===== src/rtl/li_chg_pkg.sv =====
package li_chg_pkg;

  typedef enum logic [3:0] {
    ST_IDLE = 4'd0,
    ST_PRE  = 4'd1,
    ST_TRK  = 4'd2,
    ST_CC   = 4'd3,
    ST_CV   = 4'd4,
    ST_TO   = 4'd5,
    ST_DONE = 4'd6,
    ST_TFLT = 4'd7,
    ST_WDS  = 4'd8,
    ST_TSD  = 4'd9
  } chg_st_e;

  typedef enum logic [1:0] {
    GRP_NONE = 2'd0,
    GRP_PQ   = 2'd1,
    GRP_FC   = 2'd2,
    GRP_TO   = 2'd3
  } tmr_grp_e;

  typedef enum logic [1:0] {
    ISEL_OFF  = 2'd0,
    ISEL_PRE  = 2'd1,
    ISEL_TRK  = 2'd2,
    ISEL_FAST = 2'd3
  } isel_e;

  function automatic logic [3:0] dtls_of(chg_st_e st);
    case (st)
      ST_PRE, ST_TRK: return 4'h0;
      ST_CC:          return 4'h1;
      ST_CV:          return 4'h2;
      ST_TO:          return 4'h3;
      ST_DONE:        return 4'h4;
      ST_TFLT:        return 4'h6;
      ST_TSD:         return 4'hA;
      ST_WDS:         return 4'hB;
      default:        return 4'h8;
    endcase
  endfunction

  function automatic logic ok_of(chg_st_e st);
    return st inside {ST_PRE, ST_TRK, ST_CC, ST_CV, ST_TO};
  endfunction

  // charge phases wait for the settle delay; off and fault states report at once
  function automatic logic needs_settle(chg_st_e st);
    return st inside {ST_PRE, ST_TRK, ST_CC, ST_CV, ST_TO, ST_DONE};
  endfunction

endpackage


===== src/rtl/li_chg_timers.sv =====
module li_chg_timers
  import li_chg_pkg::*;
#(
  parameter int CNT_W      = 16,
  parameter int PQ_TICKS   = 1800,
  parameter int TERM_TICKS = 30,
  parameter int WD_TICKS   = 80
) (
  input  logic             clk_i,
  input  logic             rst_ni,
  input  logic             tick_i,
  input  tmr_grp_e         grp_i,
  input  logic [CNT_W-1:0] fc_lim_i,
  input  logic [CNT_W-1:0] to_lim_i,
  input  logic             term_act_i,
  input  logic             wd_zero_i,
  input  logic             wd_clr_i,
  input  logic             wd_run_i,
  output logic             pq_exp_o,
  output logic             fc_exp_o,
  output logic             to_exp_o,
  output logic             term_exp_o,
  output logic             wd_exp_o
);

  localparam logic [CNT_W-1:0] CNT_MAX = {CNT_W{1'b1}};
  localparam logic [CNT_W-1:0] PQ_LIM  = CNT_W'(PQ_TICKS);
  localparam logic [CNT_W-1:0] TRM_LIM = CNT_W'(TERM_TICKS);
  localparam logic [CNT_W-1:0] WD_LIM  = CNT_W'(WD_TICKS);

  tmr_grp_e         grp_q;
  logic [CNT_W-1:0] ph_cnt, term_cnt, wd_cnt;
  logic             grp_same;

  assign grp_same = (grp_i == grp_q) && (grp_i != GRP_NONE);

  // one counter serves whichever phase group is active; a group change restarts it
  always_ff @(posedge clk_i or negedge rst_ni) begin
    if (!rst_ni) begin
      grp_q  <= GRP_NONE;
      ph_cnt <= '0;
    end else begin
      grp_q <= grp_i;
      if (!grp_same)                       ph_cnt <= '0;
      else if (tick_i && ph_cnt != CNT_MAX) ph_cnt <= ph_cnt + 1'b1;
    end
  end

  always_ff @(posedge clk_i or negedge rst_ni) begin
    if (!rst_ni)                             term_cnt <= '0;
    else if (!term_act_i)                    term_cnt <= '0;
    else if (tick_i && term_cnt != CNT_MAX)  term_cnt <= term_cnt + 1'b1;
  end

  always_ff @(posedge clk_i or negedge rst_ni) begin
    if (!rst_ni)                                     wd_cnt <= '0;
    else if (wd_zero_i || wd_clr_i)                  wd_cnt <= '0;
    else if (wd_run_i && tick_i && wd_cnt != CNT_MAX) wd_cnt <= wd_cnt + 1'b1;
  end

  assign pq_exp_o   = grp_same && grp_i == GRP_PQ && ph_cnt >= PQ_LIM;
  assign fc_exp_o   = grp_same && grp_i == GRP_FC && ph_cnt >= fc_lim_i;
  assign to_exp_o   = grp_same && grp_i == GRP_TO && ph_cnt >= to_lim_i;
  assign term_exp_o = term_act_i && term_cnt >= TRM_LIM;
  assign wd_exp_o   = wd_cnt >= WD_LIM;

  AST_GRP_CHANGE_RESTART: assert property (@(posedge clk_i) disable iff (!rst_ni)
    (grp_i != grp_q) |=> !pq_exp_o && !fc_exp_o && !to_exp_o || (ph_cnt == '0));
  AST_WD_IDLE_QUIET: assert property (@(posedge clk_i) disable iff (!rst_ni)
    wd_zero_i |=> (wd_cnt == '0));
  AST_TERM_NEEDS_RUN: assert property (@(posedge clk_i) disable iff (!rst_ni)
    term_exp_o |-> $past(term_act_i));

endmodule


===== src/rtl/li_chg_report.sv =====
module li_chg_report
  import li_chg_pkg::*;
#(
  parameter int SETTLE_TICKS = 4
) (
  input  logic       clk_i,
  input  logic       rst_ni,
  input  logic       tick_i,
  input  chg_st_e    state_i,
  output logic [3:0] dtls_o,
  output logic       chg_ok_o,
  output logic       irq_o
);

  localparam int SW = $clog2(SETTLE_TICKS + 1) + 1;
  localparam logic [SW-1:0] S_LIM = SW'(SETTLE_TICKS);

  chg_st_e       st_q;
  logic [SW-1:0] scnt;
  logic          upd, nxt_ok;

  always_ff @(posedge clk_i or negedge rst_ni) begin
    if (!rst_ni) begin
      st_q <= ST_IDLE;
      scnt <= '0;
    end else begin
      st_q <= state_i;
      if (state_i != st_q)             scnt <= '0;
      else if (tick_i && scnt < S_LIM) scnt <= scnt + 1'b1;
    end
  end

  assign upd    = !needs_settle(state_i) || (state_i == st_q && scnt >= S_LIM);
  assign nxt_ok = ok_of(state_i);

  always_ff @(posedge clk_i or negedge rst_ni) begin
    if (!rst_ni) begin
      dtls_o   <= 4'h8;
      chg_ok_o <= 1'b0;
      irq_o    <= 1'b0;
    end else begin
      irq_o <= upd && (nxt_ok != chg_ok_o);
      if (upd) begin
        dtls_o   <= dtls_of(state_i);
        chg_ok_o <= nxt_ok;
      end
    end
  end

  AST_IRQ_ON_OK_CHANGE: assert property (@(posedge clk_i) disable iff (!rst_ni)
    irq_o |-> (chg_ok_o != $past(chg_ok_o)));
  AST_OK_CHANGE_IRQ: assert property (@(posedge clk_i) disable iff (!rst_ni)
    (chg_ok_o != $past(chg_ok_o)) |-> irq_o);
  AST_FAULT_REPORT_NOW: assert property (@(posedge clk_i) disable iff (!rst_ni)
    (state_i == ST_TFLT && $past(state_i) == ST_TFLT) |-> (dtls_o == 4'h6 && !chg_ok_o));
  AST_SETTLE_HOLD: assert property (@(posedge clk_i) disable iff (!rst_ni)
    (needs_settle(state_i) && state_i != st_q) |=> $stable(dtls_o));

endmodule


===== src/rtl/li_chg_seq.sv =====
module li_chg_seq
  import li_chg_pkg::*;
#(
  parameter int CNT_W        = 16,
  parameter int PQ_TICKS     = 1800,
  parameter int TERM_TICKS   = 30,
  parameter int WD_TICKS     = 80,
  parameter int SETTLE_TICKS = 4
) (
  input  logic             clk_i,
  input  logic             rst_ni,
  input  logic             tick_i,
  input  logic             in_valid_i,
  input  logic             chg_en_i,
  input  logic             pq_en_i,
  input  logic             bat_lt_pre_i,
  input  logic             bat_lt_trk_i,
  input  logic             bat_at_reg_i,
  input  logic             i_lt_term_i,
  input  logic             bat_lt_rst_i,
  input  logic [CNT_W-1:0] fc_lim_i,
  input  logic [CNT_W-1:0] to_lim_i,
  input  logic             wd_en_i,
  input  logic             wd_clr_i,
  input  logic [1:0]       wd_clr_val_i,
  input  logic             thermal_sd_i,
  output logic [3:0]       state_o,
  output logic [3:0]       dtls_o,
  output logic             chg_ok_o,
  output logic             irq_o,
  output logic [1:0]       isel_o,
  output logic             mode_dflt_o
);

  chg_st_e  state_q, state_d;
  tmr_grp_e grp;
  isel_e    isel;
  logic     pq_exp, fc_exp, to_exp, term_exp, wd_cnt_exp;
  logic     wd_clr_ok, wd_exp, src_ok;

  assign wd_clr_ok = wd_clr_i && (wd_clr_val_i == 2'b01);
  assign wd_exp    = wd_en_i && wd_cnt_exp;
  assign src_ok    = in_valid_i && chg_en_i;

  always_comb begin
    case (state_q)
      ST_PRE, ST_TRK: grp = GRP_PQ;
      ST_CC, ST_CV:   grp = GRP_FC;
      ST_TO:          grp = GRP_TO;
      default:        grp = GRP_NONE;
    endcase
  end

  li_chg_timers #(
    .CNT_W      (CNT_W),
    .PQ_TICKS   (PQ_TICKS),
    .TERM_TICKS (TERM_TICKS),
    .WD_TICKS   (WD_TICKS)
  ) i_timers (
    .clk_i      (clk_i),
    .rst_ni     (rst_ni),
    .tick_i     (tick_i),
    .grp_i      (grp),
    .fc_lim_i   (fc_lim_i),
    .to_lim_i   (to_lim_i),
    .term_act_i (state_q == ST_CV && i_lt_term_i),
    .wd_zero_i  (state_q == ST_IDLE || !wd_en_i),
    .wd_clr_i   (wd_clr_ok),
    .wd_run_i   (state_q != ST_WDS && state_q != ST_TSD),
    .pq_exp_o   (pq_exp),
    .fc_exp_o   (fc_exp),
    .to_exp_o   (to_exp),
    .term_exp_o (term_exp),
    .wd_exp_o   (wd_cnt_exp)
  );

  // priority: thermal, source loss, watchdog, safety timer, phase progression
  always_comb begin
    state_d = state_q;
    if (thermal_sd_i) begin
      state_d = ST_TSD;
    end else if (state_q == ST_TSD) begin
      state_d = ST_IDLE;
    end else if (state_q == ST_IDLE) begin
      if (src_ok) begin
        if (bat_lt_pre_i)                  state_d = ST_PRE;
        else if (bat_lt_trk_i && pq_en_i)  state_d = ST_TRK;
        else                               state_d = ST_CC;
      end
    end else if (!src_ok) begin
      state_d = ST_IDLE;
    end else if (state_q == ST_WDS) begin
      if (wd_clr_ok) state_d = ST_IDLE;
    end else if (wd_exp) begin
      state_d = ST_WDS;
    end else if (pq_exp || fc_exp) begin
      state_d = ST_TFLT;
    end else begin
      case (state_q)
        ST_PRE:  if (!bat_lt_pre_i)             state_d = ST_TRK;
        ST_TRK:  if (!bat_lt_trk_i || !pq_en_i) state_d = ST_CC;
        ST_CC:   if (bat_at_reg_i)              state_d = ST_CV;
        ST_CV:   if (term_exp)                  state_d = ST_TO;
        ST_TO: begin
          if (bat_lt_rst_i)   state_d = ST_CC;
          else if (to_exp)    state_d = ST_DONE;
        end
        ST_DONE: if (bat_lt_rst_i)              state_d = ST_CC;
        default: state_d = state_q;
      endcase
    end
  end

  always_ff @(posedge clk_i or negedge rst_ni) begin
    if (!rst_ni) begin
      state_q     <= ST_IDLE;
      mode_dflt_o <= 1'b0;
    end else begin
      state_q     <= state_d;
      mode_dflt_o <= (state_d == ST_TSD) && (state_q != ST_TSD);
    end
  end

  always_comb begin
    case (state_q)
      ST_PRE:               isel = ISEL_PRE;
      ST_TRK:               isel = ISEL_TRK;
      ST_CC, ST_CV, ST_TO:  isel = ISEL_FAST;
      default:              isel = ISEL_OFF;
    endcase
  end

  assign state_o = state_q;
  assign isel_o  = isel;

  li_chg_report #(
    .SETTLE_TICKS (SETTLE_TICKS)
  ) i_report (
    .clk_i    (clk_i),
    .rst_ni   (rst_ni),
    .tick_i   (tick_i),
    .state_i  (state_q),
    .dtls_o   (dtls_o),
    .chg_ok_o (chg_ok_o),
    .irq_o    (irq_o)
  );

  AST_THERMAL_FIRST: assert property (@(posedge clk_i) disable iff (!rst_ni)
    thermal_sd_i |=> (state_q == ST_TSD));
  AST_TFLT_LATCHED: assert property (@(posedge clk_i) disable iff (!rst_ni)
    (state_q == ST_TFLT && src_ok && !thermal_sd_i && !wd_exp) |=> (state_q == ST_TFLT));
  AST_TFLT_SOURCE: assert property (@(posedge clk_i) disable iff (!rst_ni)
    (state_q == ST_TFLT && $past(state_q) != ST_TFLT)
      |-> ($past(state_q) inside {ST_PRE, ST_TRK, ST_CC, ST_CV}));
  AST_TO_FROM_CV: assert property (@(posedge clk_i) disable iff (!rst_ni)
    (state_q == ST_TO && $past(state_q) != ST_TO) |-> ($past(state_q) == ST_CV));
  AST_DFLT_ON_ENTRY: assert property (@(posedge clk_i) disable iff (!rst_ni)
    mode_dflt_o |-> (state_q == ST_TSD && $past(state_q) != ST_TSD));
  AST_NO_SRC_IDLE: assert property (@(posedge clk_i) disable iff (!rst_ni)
    (!src_ok && !thermal_sd_i && state_q != ST_TSD) |=> (state_q == ST_IDLE));

endmodule


===== config.mk =====
export PLATFORM = sky130hd
export DESIGN_NAME = li_chg_seq
export DESIGN_NICKNAME = d
export VERILOG_FILES = /design/src/rtl/li_chg_pkg.sv /design/src/rtl/li_chg_timers.sv /design/src/rtl/li_chg_report.sv /design/src/rtl/li_chg_seq.sv
export SDC_FILE = /design/constraint.sdc
export NUM_CORES = 1
export LEC_CHECK = 0
export BUFFER_PORTS_ARGS = -buffer_cell sky130_fd_sc_hd__buf_2
export CORE_UTILIZATION = 53
export CTS_CLUSTER_DIAMETER = 30
export DETAILED_ROUTE_END_ITERATION = 7
export PLACE_DENSITY_LB_ADDON = 0.05
export SLEW_MARGIN = 40
export SYNTH_ARGS = -nofsm -noshare
export SYNTH_HDL_FRONTEND = slang
export SYNTH_SLANG_ARGS = --single-unit

===== constraint.sdc =====
create_clock -name clk_i -period 2.2 [get_ports clk_i]
set_input_delay 0.44 -clock clk_i [delete_from_list [all_inputs] [get_ports clk_i]]
set_output_delay 0.44 -clock clk_i [all_outputs]
set_load 0.02 [all_outputs]

# After elaboration in Yosys (flattened, before gate mapping)
# Memory sizes are Yosys's and may differ from the RTL's. A register that Yosys moved wholly into a read port is not among the register bits.
# Cells that the tools add are included.
[word_totals]
reg_bits = 65
rom_bits = 64
input_bits = 48
out_inout_bits = 13
word_cells = 116
n_memories = 1
[op_classes]
add_sub_neg = 4
n_lt_le_gt_ge = 7
eq_ne = 24
mux = 29
n_reduce_logical = 41
[memory_table]
columns = ["memory", "words", "width", "rd", "rd_clocked_by_memory_dff", "write_ports", "line_no", "rtl"]
rows = [
  ["(no name shown)", 16, 4, 1, 1, 0, "li_chg_pkg.sv:31", "case (st)"],
]
[ops]
columns = ["operator", "count"]
rows = [
  ["$mux 16", 6],
  ["$mux 4", 18],
  ["$add 16x1->16 const B", 3],
  ["$ne 16x16->1 const B", 3],
  ["$ge 16x16->1", 2],
  ["$pmux 4 s6", 1],
  ["$logic_and 1x1->1", 22],
  ["$ge 16x11->1 const B", 1],
  ["$ge 16x5->1 const B", 1],
  ["$ge 16x7->1 const B", 1],
  ["$eq 4x3->1 const B", 3],
  ["$eq 4x4->1 const B", 3],
  ["$pmux 2 s3", 2],
  ["$eq 4x2->1 const B", 2],
  ["$ne 4x4->1 const B", 2],
  ["$reduce_bool 2->1", 3],
  ["$reduce_bool 6->1", 1],
  ["$logic_not 1->1", 5],
  ["$logic_or 1x1->1", 5],
  ["$reduce_bool 5->1", 1],
  ["$add 4x1->4 const B", 1],
  ["$eq 2x1->1 const B", 2],
  ["$eq 2x2->1 const B", 2],
  ["$eq 4x1->1 const B", 1],
  ["12 further kinds", 14],
]

# Logic depth before layout (Yosys ltp)
# Gate-level depths: netlist of the first run.
[logic_depth]
depth_word = 19
ltp_mapped = 9
depth_no_buf = 9

# Modules after synthesis
# Synthesis of the first run repeated with hierarchy kept, for this count alone.
[hier_totals]
cells_unflattened = 576
area_unflattened_um2 = 5089.9
[modules_own_cells]
columns = ["module", "n_inst", "cells_per_inst", "area_per_inst_um2", "seq_area_each_um2"]
rows = [
  ["li_chg_timers", 1, 444, 3786.1, 1251.2],
  ["li_chg_report", 1, 59, 729.4, 351.6],
  ["li_chg_seq", 1, 73, 574.3, 125.1],
]

# Worst setup path after synthesis of the first run
# No wires, ideal clock.
[synth_path]
kind = "reg2out"
from = "register state_q[0], in the netlist state_o[0]"
to = "output isel_o[0]"
t_arrival_ns = 1.886
required_time_ns = 1.760
setup_slack_ns = -0.126
stages_incl_launch_ff = 6
path_buffers = 3
path_cell_list = "dfrtp_1 > clkbuf_1 > clkbuf_1 > clkbuf_1 > nor2_1 > nor3_1"
[synth_between]
elab_chain_len = 3
elab_cells_between_ends = 7
[synth_lines]
columns = ["item", "line_no", "rtl"]
rows = [
  ["start, declared", "li_chg_seq.sv:35", "chg_st_e state_q, state_d;"],
  ["start signal, assigned", "li_chg_seq.sv:119", "state_q <= state_d;"],
  ["$eq 4x3->1 / $eq 4x2->1 (equally long branches)", "li_chg_seq.sv:125", "case (state_q)"],
  ["$reduce_or 3->1", "li_chg_seq.sv:125", ""],
  ["$pmux 2 s3 (*)", "li_chg_seq.sv:125", ""],
  ["end, declared", "li_chg_seq.sv:31", "output logic [1:0] isel_o,"],
]
# Mark *: on every way between the ends. The rest lies on a longest branch, timed or not.

# Final worst setup path of the first run
[layout_path]
from = "register i_timers.ph_cnt[0]"
to = "register mode_dflt_o"
[layout_between]
elab_chain_len = 14
elab_cells_between_ends = 19
[layout_lines]
columns = ["item", "line_no", "rtl"]
rows = [
  ["start, declared", "li_chg_timers.sv:32", "logic [CNT_W-1:0] ph_cnt, term_cnt, wd_cnt;"],
  ["start signal, assigned", "li_chg_timers.sv:45", "else if (tick_i && ph_cnt != CNT_MAX) ph_cnt <= ph_cnt + 1'b1;"],
  ["$ge 16x16->1", "li_chg_timers.sv:63", "assign to_exp_o = grp_same && grp_i == GRP_TO && ph_cnt >= to_lim_i;"],
  ["$logic_and 1x1->1", "li_chg_timers.sv:63", ""],
  ["$mux 4", "li_chg_seq.sv:106", "else if (to_exp) state_d = ST_DONE;"],
  ["$mux 4", "li_chg_seq.sv:105", "if (bat_lt_rst_i) state_d = ST_CC;"],
  ["$pmux 4 s6", "li_chg_seq.sv:99", "case (state_q)"],
  ["$mux 4 (*)", "li_chg_seq.sv:96", "end else if (pq_exp || fc_exp) begin"],
  ["$mux 4 (*)", "li_chg_seq.sv:94", "end else if (wd_exp) begin"],
  ["$mux 4 (*)", "li_chg_seq.sv:92", "end else if (state_q == ST_WDS) begin"],
  ["$mux 4 (*)", "li_chg_seq.sv:90", "end else if (!src_ok) begin"],
  ["$mux 4 (*)", "li_chg_seq.sv:84", "end else if (state_q == ST_IDLE) begin"],
  ["$mux 4 (*)", "li_chg_seq.sv:82", "end else if (state_q == ST_TSD) begin"],
  ["$mux 4 (*)", "li_chg_seq.sv:80", "if (thermal_sd_i) begin"],
  ["$eq 4x4->1 (*)", "li_chg_seq.sv:120", "mode_dflt_o <= (state_d == ST_TSD) && (state_q != ST_TSD);"],
  ["$logic_and 1x1->1 (*)", "li_chg_seq.sv:120", ""],
  ["end signal, assigned", "li_chg_seq.sv:120", ""],
  ["end, declared", "li_chg_seq.sv:32", "output logic mode_dflt_o"],
]
# Marks and branches as above.
# A chain may end at the register's enable or synchronous reset.

==> flow_summary_export.csv, run 1 <==
group,metric,value,unit
drt,drc,0,
placement,pre_cts_ws,-282,ps
grt,antenna_found_initial,0,
grt,grtUsageTotal,25.2,%
timing,slew_headroom,62.3,%
critical_path,worstPathMaxFanout,3,
clock_tree,cts.htree.levels,3,
floorplanning,rows,33,
drt,routed_wl,10.5,mm
critical_path,worstPathCellList,"inv_2, ha_4, nand2b_4, a2111o_1, a311oi_2, a21oi_1, o211ai_1, nand3_1, nor4_1",
critical_path,crit_type,"flop to flop",
drt,wl_per_cell,14.2,um
timing,report.final.hold_viol_count,0,
synth,postSynthCellCount,538,
clock_tree,cts_tree,"done",
grt,grt_max_degree,70,
placement,dp_hpwl,7.99,mm
critical_path,critPathLaunchType,"flop",
clock_tree,cts_root_buf,"clkbuf_8",
synth,netlist_area,4670,um^2
grt,grt_pass1_wl,18.0,mm
layout,final_layout_size_suffix_gt1_share,22.0,%
floorplanning,die_area,9190,um^2
timing,fin_worst_skew,8.79,ps
clock_tree,insertion_delay,350,ps
timing,fin_crit_sh,99.4,%
synth,synth_top_area_cell,"dfrtp_1",
floorplanning,boundaryPins,61,
power,powerDensity,472,nW/um^2
run_status,outcome,"finished, final reports clean",
timing,slew_viol_final,0,
grt,grt_overflow,0,
flow_run,max-cap-violations,0,
synth,netlist.area_leader.share,36.4,%
critical_path,slowest_stage,"dfrtp_1",
timing,holdWs,93.9,ps
synth,synth_area_leaders,"dfrtp_1 36%, ha_1 10%, nor2_1 5.7%, xor2_1 5.2%, inv_1 3.7%",
synth,avgSynthCellArea,8.68,um^2
clock_tree,hold_buffers,0,
grt,grt_pass1_vias,3933,
floorplanning,die_w,95.9,um
layout,multi_input_area,2760,um^2
layout,instances_no_fill,742,
drt,dr.pass1.iters,4,
timing,setup_ws,12.6,ps
layout,regArea,1730,um^2
drt,dr_total_vias,4149,
placement,dp.cells,725,
placement,place_area,5340,um^2
critical_path,cp_data_required_time,2460,ps
placement,place.gp.congestion,0.817,
power,cellLeakagePower,2.69,nW
synth,async_flop_share,100,%
drt,drt_iter0_markers,120,
layout,layout.nets,719,
worst_hold_path,hp-class,"primary input to async pin",
clock_tree,clk_path_buf_depth,2,
layout,area_growth,19.5,%
synth,synth-seq-cells,69,
critical_path,end_kind,"flop",
power,finalPower,0.00264,W
critical_path,critPathArrivalTime,2440,ps
synth,synth_cell_type_count,63,
timing,setup_viol,0,
timing,period_needed,2190,ps
critical_path,r2r_cells,9,
synth,synth_edf_count,0,
synth,yosysSeqAreaShare,37.0,%
layout,fillers,752,
critical_path,crit_path_max_incr_delay,390,ps
drt,viasPerCell,5.59,
clock_tree,cts_buffers,9,
timing,grt_setup_unrepaired,"yes",
floorplanning,coreArea,8380,um^2
layout,antennaDiodeCount,0,
synth,yosysMostFrequentCell,"nor2_1",
drt,detail-route-antenna-nets,0,
synth,netlist_top_cells_count,"71 x nor2_1, 68 x dfrtp_1, 46 x inv_1, 39 x ha_1, 39 x nand2_1",
floorplanning,die_h,95.9,um
placement,numPortBuffers,60,
power,vdd_ir_drop_max,326,uV
synth,yosys_warnings,0,
clock_tree,cts_num_sinks,69,
floorplanning,start_util,55.7,%
clock_tree,path_clk_slew,80,ps
timing,max_clock_freq,0.457,GHz
synth,ys.flop_type,"dfrtp_1",
synth,syn_nets,625,
timing,worstMarginPinSlew,565,ps
layout,finalInstanceArea,5580,um^2
-- worst paths after layout --
| check | startpoint | to | slack (ps) |
|---|---|---|---|
| max in group asynchronous | rst_ni | i_timers.ph_cnt[3]$_DFFE_PN0P_ | 1770 |
| min in group clk_i | thermal_sd_i | state_o[3]$_DFF_PN0_ | 370 |
| worst min register to register | state_o[3]$_DFF_PN0_ | i_report.st_q[3]$_DFF_PN0_ | 530 |
| worst max-delay path | i_timers.ph_cnt[0]$_DFFE_PN0P_ | mode_dflt_o$_DFF_PN0_ | 10 |
| worst min-delay path | rst_ni | i_timers.grp_q[0]$_DFF_PN0_ | 90 |
| worst max register to register | i_timers.ph_cnt[0]$_DFFE_PN0P_ | mode_dflt_o$_DFF_PN0_ | 10 |
-- report_power, final --
part	internal [W]	switching [W]	leakage, nW
clock	0.000412	0.000532	0.0820
combinational	0.000163	0.000221	1.66
sequential	0.00129	0.0000189	0.943
total	0.00187	0.000772	2.69
-- metrics by stage --
stage | TNS, ps | utilization [%]
detailed placement | -610 | 63.8
CTS | -2.80 | 66.4
finish | 0 | 66.6
global placement | -505 | 63.8
global route | -355 | 66.6
floorplan | 0 | -
-- registers in the layout, summed over array words and instances (netlist names) --
register	count
i_report.chg_ok_o	1
i_report.dtls_o	4
i_report.irq_o	1
i_report.scnt	4
i_report.st_q	4
i_timers.grp_q	2
i_timers.ph_cnt	16
i_timers.term_cnt	16
i_timers.wd_cnt	16
mode_dflt_o	1
state_o	4
-- layout by cell type, fill, tap and decap left out, types with 3 or more instances in the layout --
master / Yosys / final
nor2b_1: 7 / 7
a211oi_1: 6 / 5
ha_1: 39 / 38
xnor2_1: 19 / 19
nor3_1: 11 / 10
inv_1: 46 / 45
mux2_2: 3 / 3
a21oi_1: 25 / 25
and3_1: 11 / 11
nand2_1: 39 / 39
a21o_1: 6 / 6
nor4_1: 9 / 8
nor2_1: 71 / 71
xor2_1: 28 / 28
nand2b_1: 8 / 7
and4_1: 4 / 4
buf_2: 4 / 60
nand4_1: 21 / 21
o211ai_1: 5 / 5
o21ai_0: 21 / 21
a31oi_1: 4 / 3
or3_1: 3 / 3
nand3_1: 21 / 21
buf_4: 0 / 39
clkinvlp_4: 0 / 3
dfrtp_1: 68 / 67
clkbuf_8: 0 / 9
-- worst max-delay path, delay by kind of cell (launching register included) --
family          cells  cell delay [ps]
compound gates      4              900
simple gates        3              510
flops               1              390
fa+ha+maj           1              200
buf+inv             1               90
-- logic make-up after synthesis --
| logic type | share of synthesized area [%] |
|---|---|
| DFF | 37.0 |
| and+or+nand+nor | 24.0 |
| xor gates and xnor gates | 8.81 |
| muxes | 1.15 |
| AOI/OAI and AO/OA | 13.2 |
| adders and majority gates | 10.4 |
| buffers and inverters | 5.41 |
-- what timing repair did --
action | in CTS | in global routing
endpoints found under the setup margin | 3 | 8
pin swaps | 11 | 2
resized for setup | 6 | 3
buffers inserted | 0 | 1
endpoints found under the hold margin | 0 | 0
-- per-layer routing --
metal / share of wire, % / GRT usage, % / vias to the layer above / wire length [um]
met3: 3.7 / 3.40 / 15 / 388
li1: - / - / 2073 / -
met5: 0 / 0 / - / 0
met1: 48 / 33.9 / 1976 / 5070
met2: 47 / 42.0 / 85 / 4920
met4: 1.7 / 7.84 / 0 / 178
-- area by class of cell --
type	instances	share of cell area (%)
repair buffers	100	11.0
inverters	47	3.16
clock inverters	7	0.897
multi-input cells	405	49.4
clock buffers	9	2.22
well taps	105	2.35
flip-flops and latches	69	31.0
Note: power is estimated with default switching activity, not from simulation.
==> run 2: changes to the inputs <==
--- a/config.mk
+++ b/config.mk
@@ -6,7 +6,7 @@
 export NUM_CORES = 1
 export LEC_CHECK = 0
 export BUFFER_PORTS_ARGS = -buffer_cell sky130_fd_sc_hd__buf_2
-export CORE_UTILIZATION = 53
+export CORE_UTILIZATION = 55
 export CTS_CLUSTER_DIAMETER = 30
 export DETAILED_ROUTE_END_ITERATION = 7
 export PLACE_DENSITY_LB_ADDON = 0.05
==> constraint.sdc (replaced) <==
create_clock -name clk_i -period 2.4 [get_ports clk_i]
set_input_delay 0.48 -clock clk_i [delete_from_list [all_inputs] [get_ports clk_i]]
set_output_delay 0.48 -clock clk_i [all_outputs]
set_load 0.02 [all_outputs]
==> run 2 against run 1 <==
  * Worst setup slack improved by 87 ps
  * Highest routed layer unchanged
  * Clock skew up 9.7 ps
  * Sequential cell count unchanged
  * Critical path depth stayed put
  * Sequential share of layout area is 1.2 points higher
  * Largest cell class unchanged
  * Combinational power decreased by 14%
  * Critical endpoint unchanged
  * Final area is 3.7% lower
==> flow_summary_export.csv, run 2 (synthesis gave the netlist of run 1 again) <==
group,metric,value,unit
layout,finish.utilization,65.4,%
grt,grt_most_used_layer,"met2",
run_status,outcome,"finished, final reports clean",
timing,max_clock_freq,0.435,GHz
floorplanning,die_w,94.2,um
layout,final_layout_size_suffix_gt1_share,18.8,%
power,cellLeakagePower,2.55,nW
critical_path,r2r_cells,9,
grt,grt_max_degree,70,
grt,grtUsageMet3,4.45,%
floorplanning,rows,33,
critical_path,critPathBufInv,1,
drt,detail-route-antenna-nets,0,
critical_path,worstPathCellList,"inv_2, ha_1, or3b_2, o2111ai_2, a31o_2, a31oi_2, o211ai_1, nand3_1, nor4_2",
power,vdd_ir_drop_max,265,uV
grt,grt_pass1_vias,3788,
clock_tree,path_clk_slew,80,ps
floorplanning,start_util,56.9,%
critical_path,cp_data_required_time,2660,ps
timing,grt_setup_unrepaired,"yes",
floorplanning,die_h,94.2,um
clock_tree,cts.htree.levels,3,
critical_path,critPathLaunchType,"flop",
critical_path,cp.depth,9,
placement,numPortBuffers,60,
critical_path,worstPathMaxFanout,3,
drt,dr.pass1.iters,4,
clock_tree,insertion_delay,360,ps
floorplanning,boundaryPins,61,
critical_path,crit_type,"flop to flop",
critical_path,path_delay_family,"simple AND/OR/NAND/NOR gates",
worst_hold_path,hp-class,"primary input to async pin",
placement,dp_hpwl,7.63,mm
layout,final_cell_mix,"71 x nor2_1, 67 x dfrtp_1, 60 x buf_2",
timing,worstMarginPinSlew,529,ps
flow_run,max-cap-violations,0,
placement,place.gp.congestion,0.818,
layout,final_common_cell,"nor2_1",
grt,grtUsageTotal,25.4,%
grt,use_met2,40.9,%
placement,place_area,5140,um^2
drt,wl_per_cell,14.7,um
placement,dp.cells,699,
timing,slew_headroom,64.4,%
drt,routed_wl,10.5,mm
timing,slew_viol_final,0,
critical_path,end_kind,"flop",
floorplanning,die_area,8870,um^2
timing,report.final.hold_viol_count,0,
layout,reg_top3,"i_timers.ph_cnt: 16 flops, i_timers.term_cnt: 16 flops, i_timers.wd_cnt: 16 flops",
grt,grtUsageMet1,34.9,%
timing,period_needed,2300,ps
layout,antennaDiodeCount,0,
timing,fin_worst_skew,18.5,ps
clock_tree,cts_buffers,9,
power,finalPower,0.00241,W
critical_path,crit_path_max_incr_delay,480,ps
grt,grt_pass1_wl,17.7,mm
clock_tree,clk_path_buf_depth,2,
layout,area_growth,15.1,%
drt,drc,0,
grt,antenna_found_initial,0,
drt,dr_total_vias,4056,
floorplanning,coreArea,8220,um^2
layout,finalInstanceArea,5380,um^2
drt,viasPerCell,5.66,
timing,setup_viol,0,
timing,fin_crit_sh,95.9,%
clock_tree,hold_buffers,0,
critical_path,slowest_stage,"or3b_2",
clock_tree,cts_root_buf,"clkbuf_8",
layout,layout.nets,693,
critical_path,critPathArrivalTime,2560,ps
layout,instances_no_fill,716,
clock_tree,cts_num_sinks,69,
grt,grt_overflow,0,
clock_tree,cts_tree,"done",
drt,drt_iter0_markers,113,
power,powerDensity,449,nW/um^2
## run 2: area by class of cell
type                       instances  area (um^2)
clock buffer                       9          124
clock inverter                     7         50.0
fill                             723         2840
inverter                          47          176
multi-input combinational        405         2750
sequential                        69         1730
tap                              105          131
timing repair buffer              74          418
## run 2: metrics by stage
stage	setup TNS [ps]	setup slack [ps]	hold slack [ps]
global route	-18.9	-18.9	148
detailed placement	-560	-299	519
global placement	-277	-153	506
finish	0	99.1	144
CTS	0	10.8	151
floorplan	0	34.4	184
## run 2: report_power, final
part	switching (W)	internal, W
logic	0.000195	0.000136
clock network	0.000501	0.000376
registers	0.0000211	0.00118
## run 2: layer usage
layer  share of wire [%]  up-vias
li1                    -     2024
met1                  48     1921
met2                  47      104
met3                 4.4        7
met4                0.75        0
met5                   0        -
## run 2: repair_timing
action                                  CTS  global route
hold endpoints to repair                  0             0
pin swaps                                 1            11
gates resized for setup                   3             8
endpoints found under the setup margin    3             3
setup buffers                             0             1
cloned                                    0             0
## run 2: worst reg2reg max path, delay by kind of cell, from the launching register on
family                   cells  cell delay [ps]
buffers and inverters        1               90
flip-flops                   1              410
AO/OA/AOI/OAI                4              590
AND/OR/NAND/NOR              3              890
adder cells (fa/ha/maj)      1              230
## run 2: worst paths after layout
check                                                from                              to  slack, ps
min in group clk_i                           thermal_sd_i            state_o[3]$_DFF_PN0_        420
hold / removal                                     rst_ni   i_report.chg_ok_o$_DFFE_PN0P_        140
max in group asynchronous                          rst_ni  i_report.dtls_o[3]$_DFFE_PN1P_       1940
setup reg to reg           i_timers.ph_cnt[0]$_DFFE_PN0P_           mode_dflt_o$_DFF_PN0_        100
hold reg to reg              i_report.scnt[1]$_DFFE_PN0P_    i_report.scnt[1]$_DFFE_PN0P_        530
setup / recovery           i_timers.ph_cnt[0]$_DFFE_PN0P_           mode_dflt_o$_DFF_PN0_        100
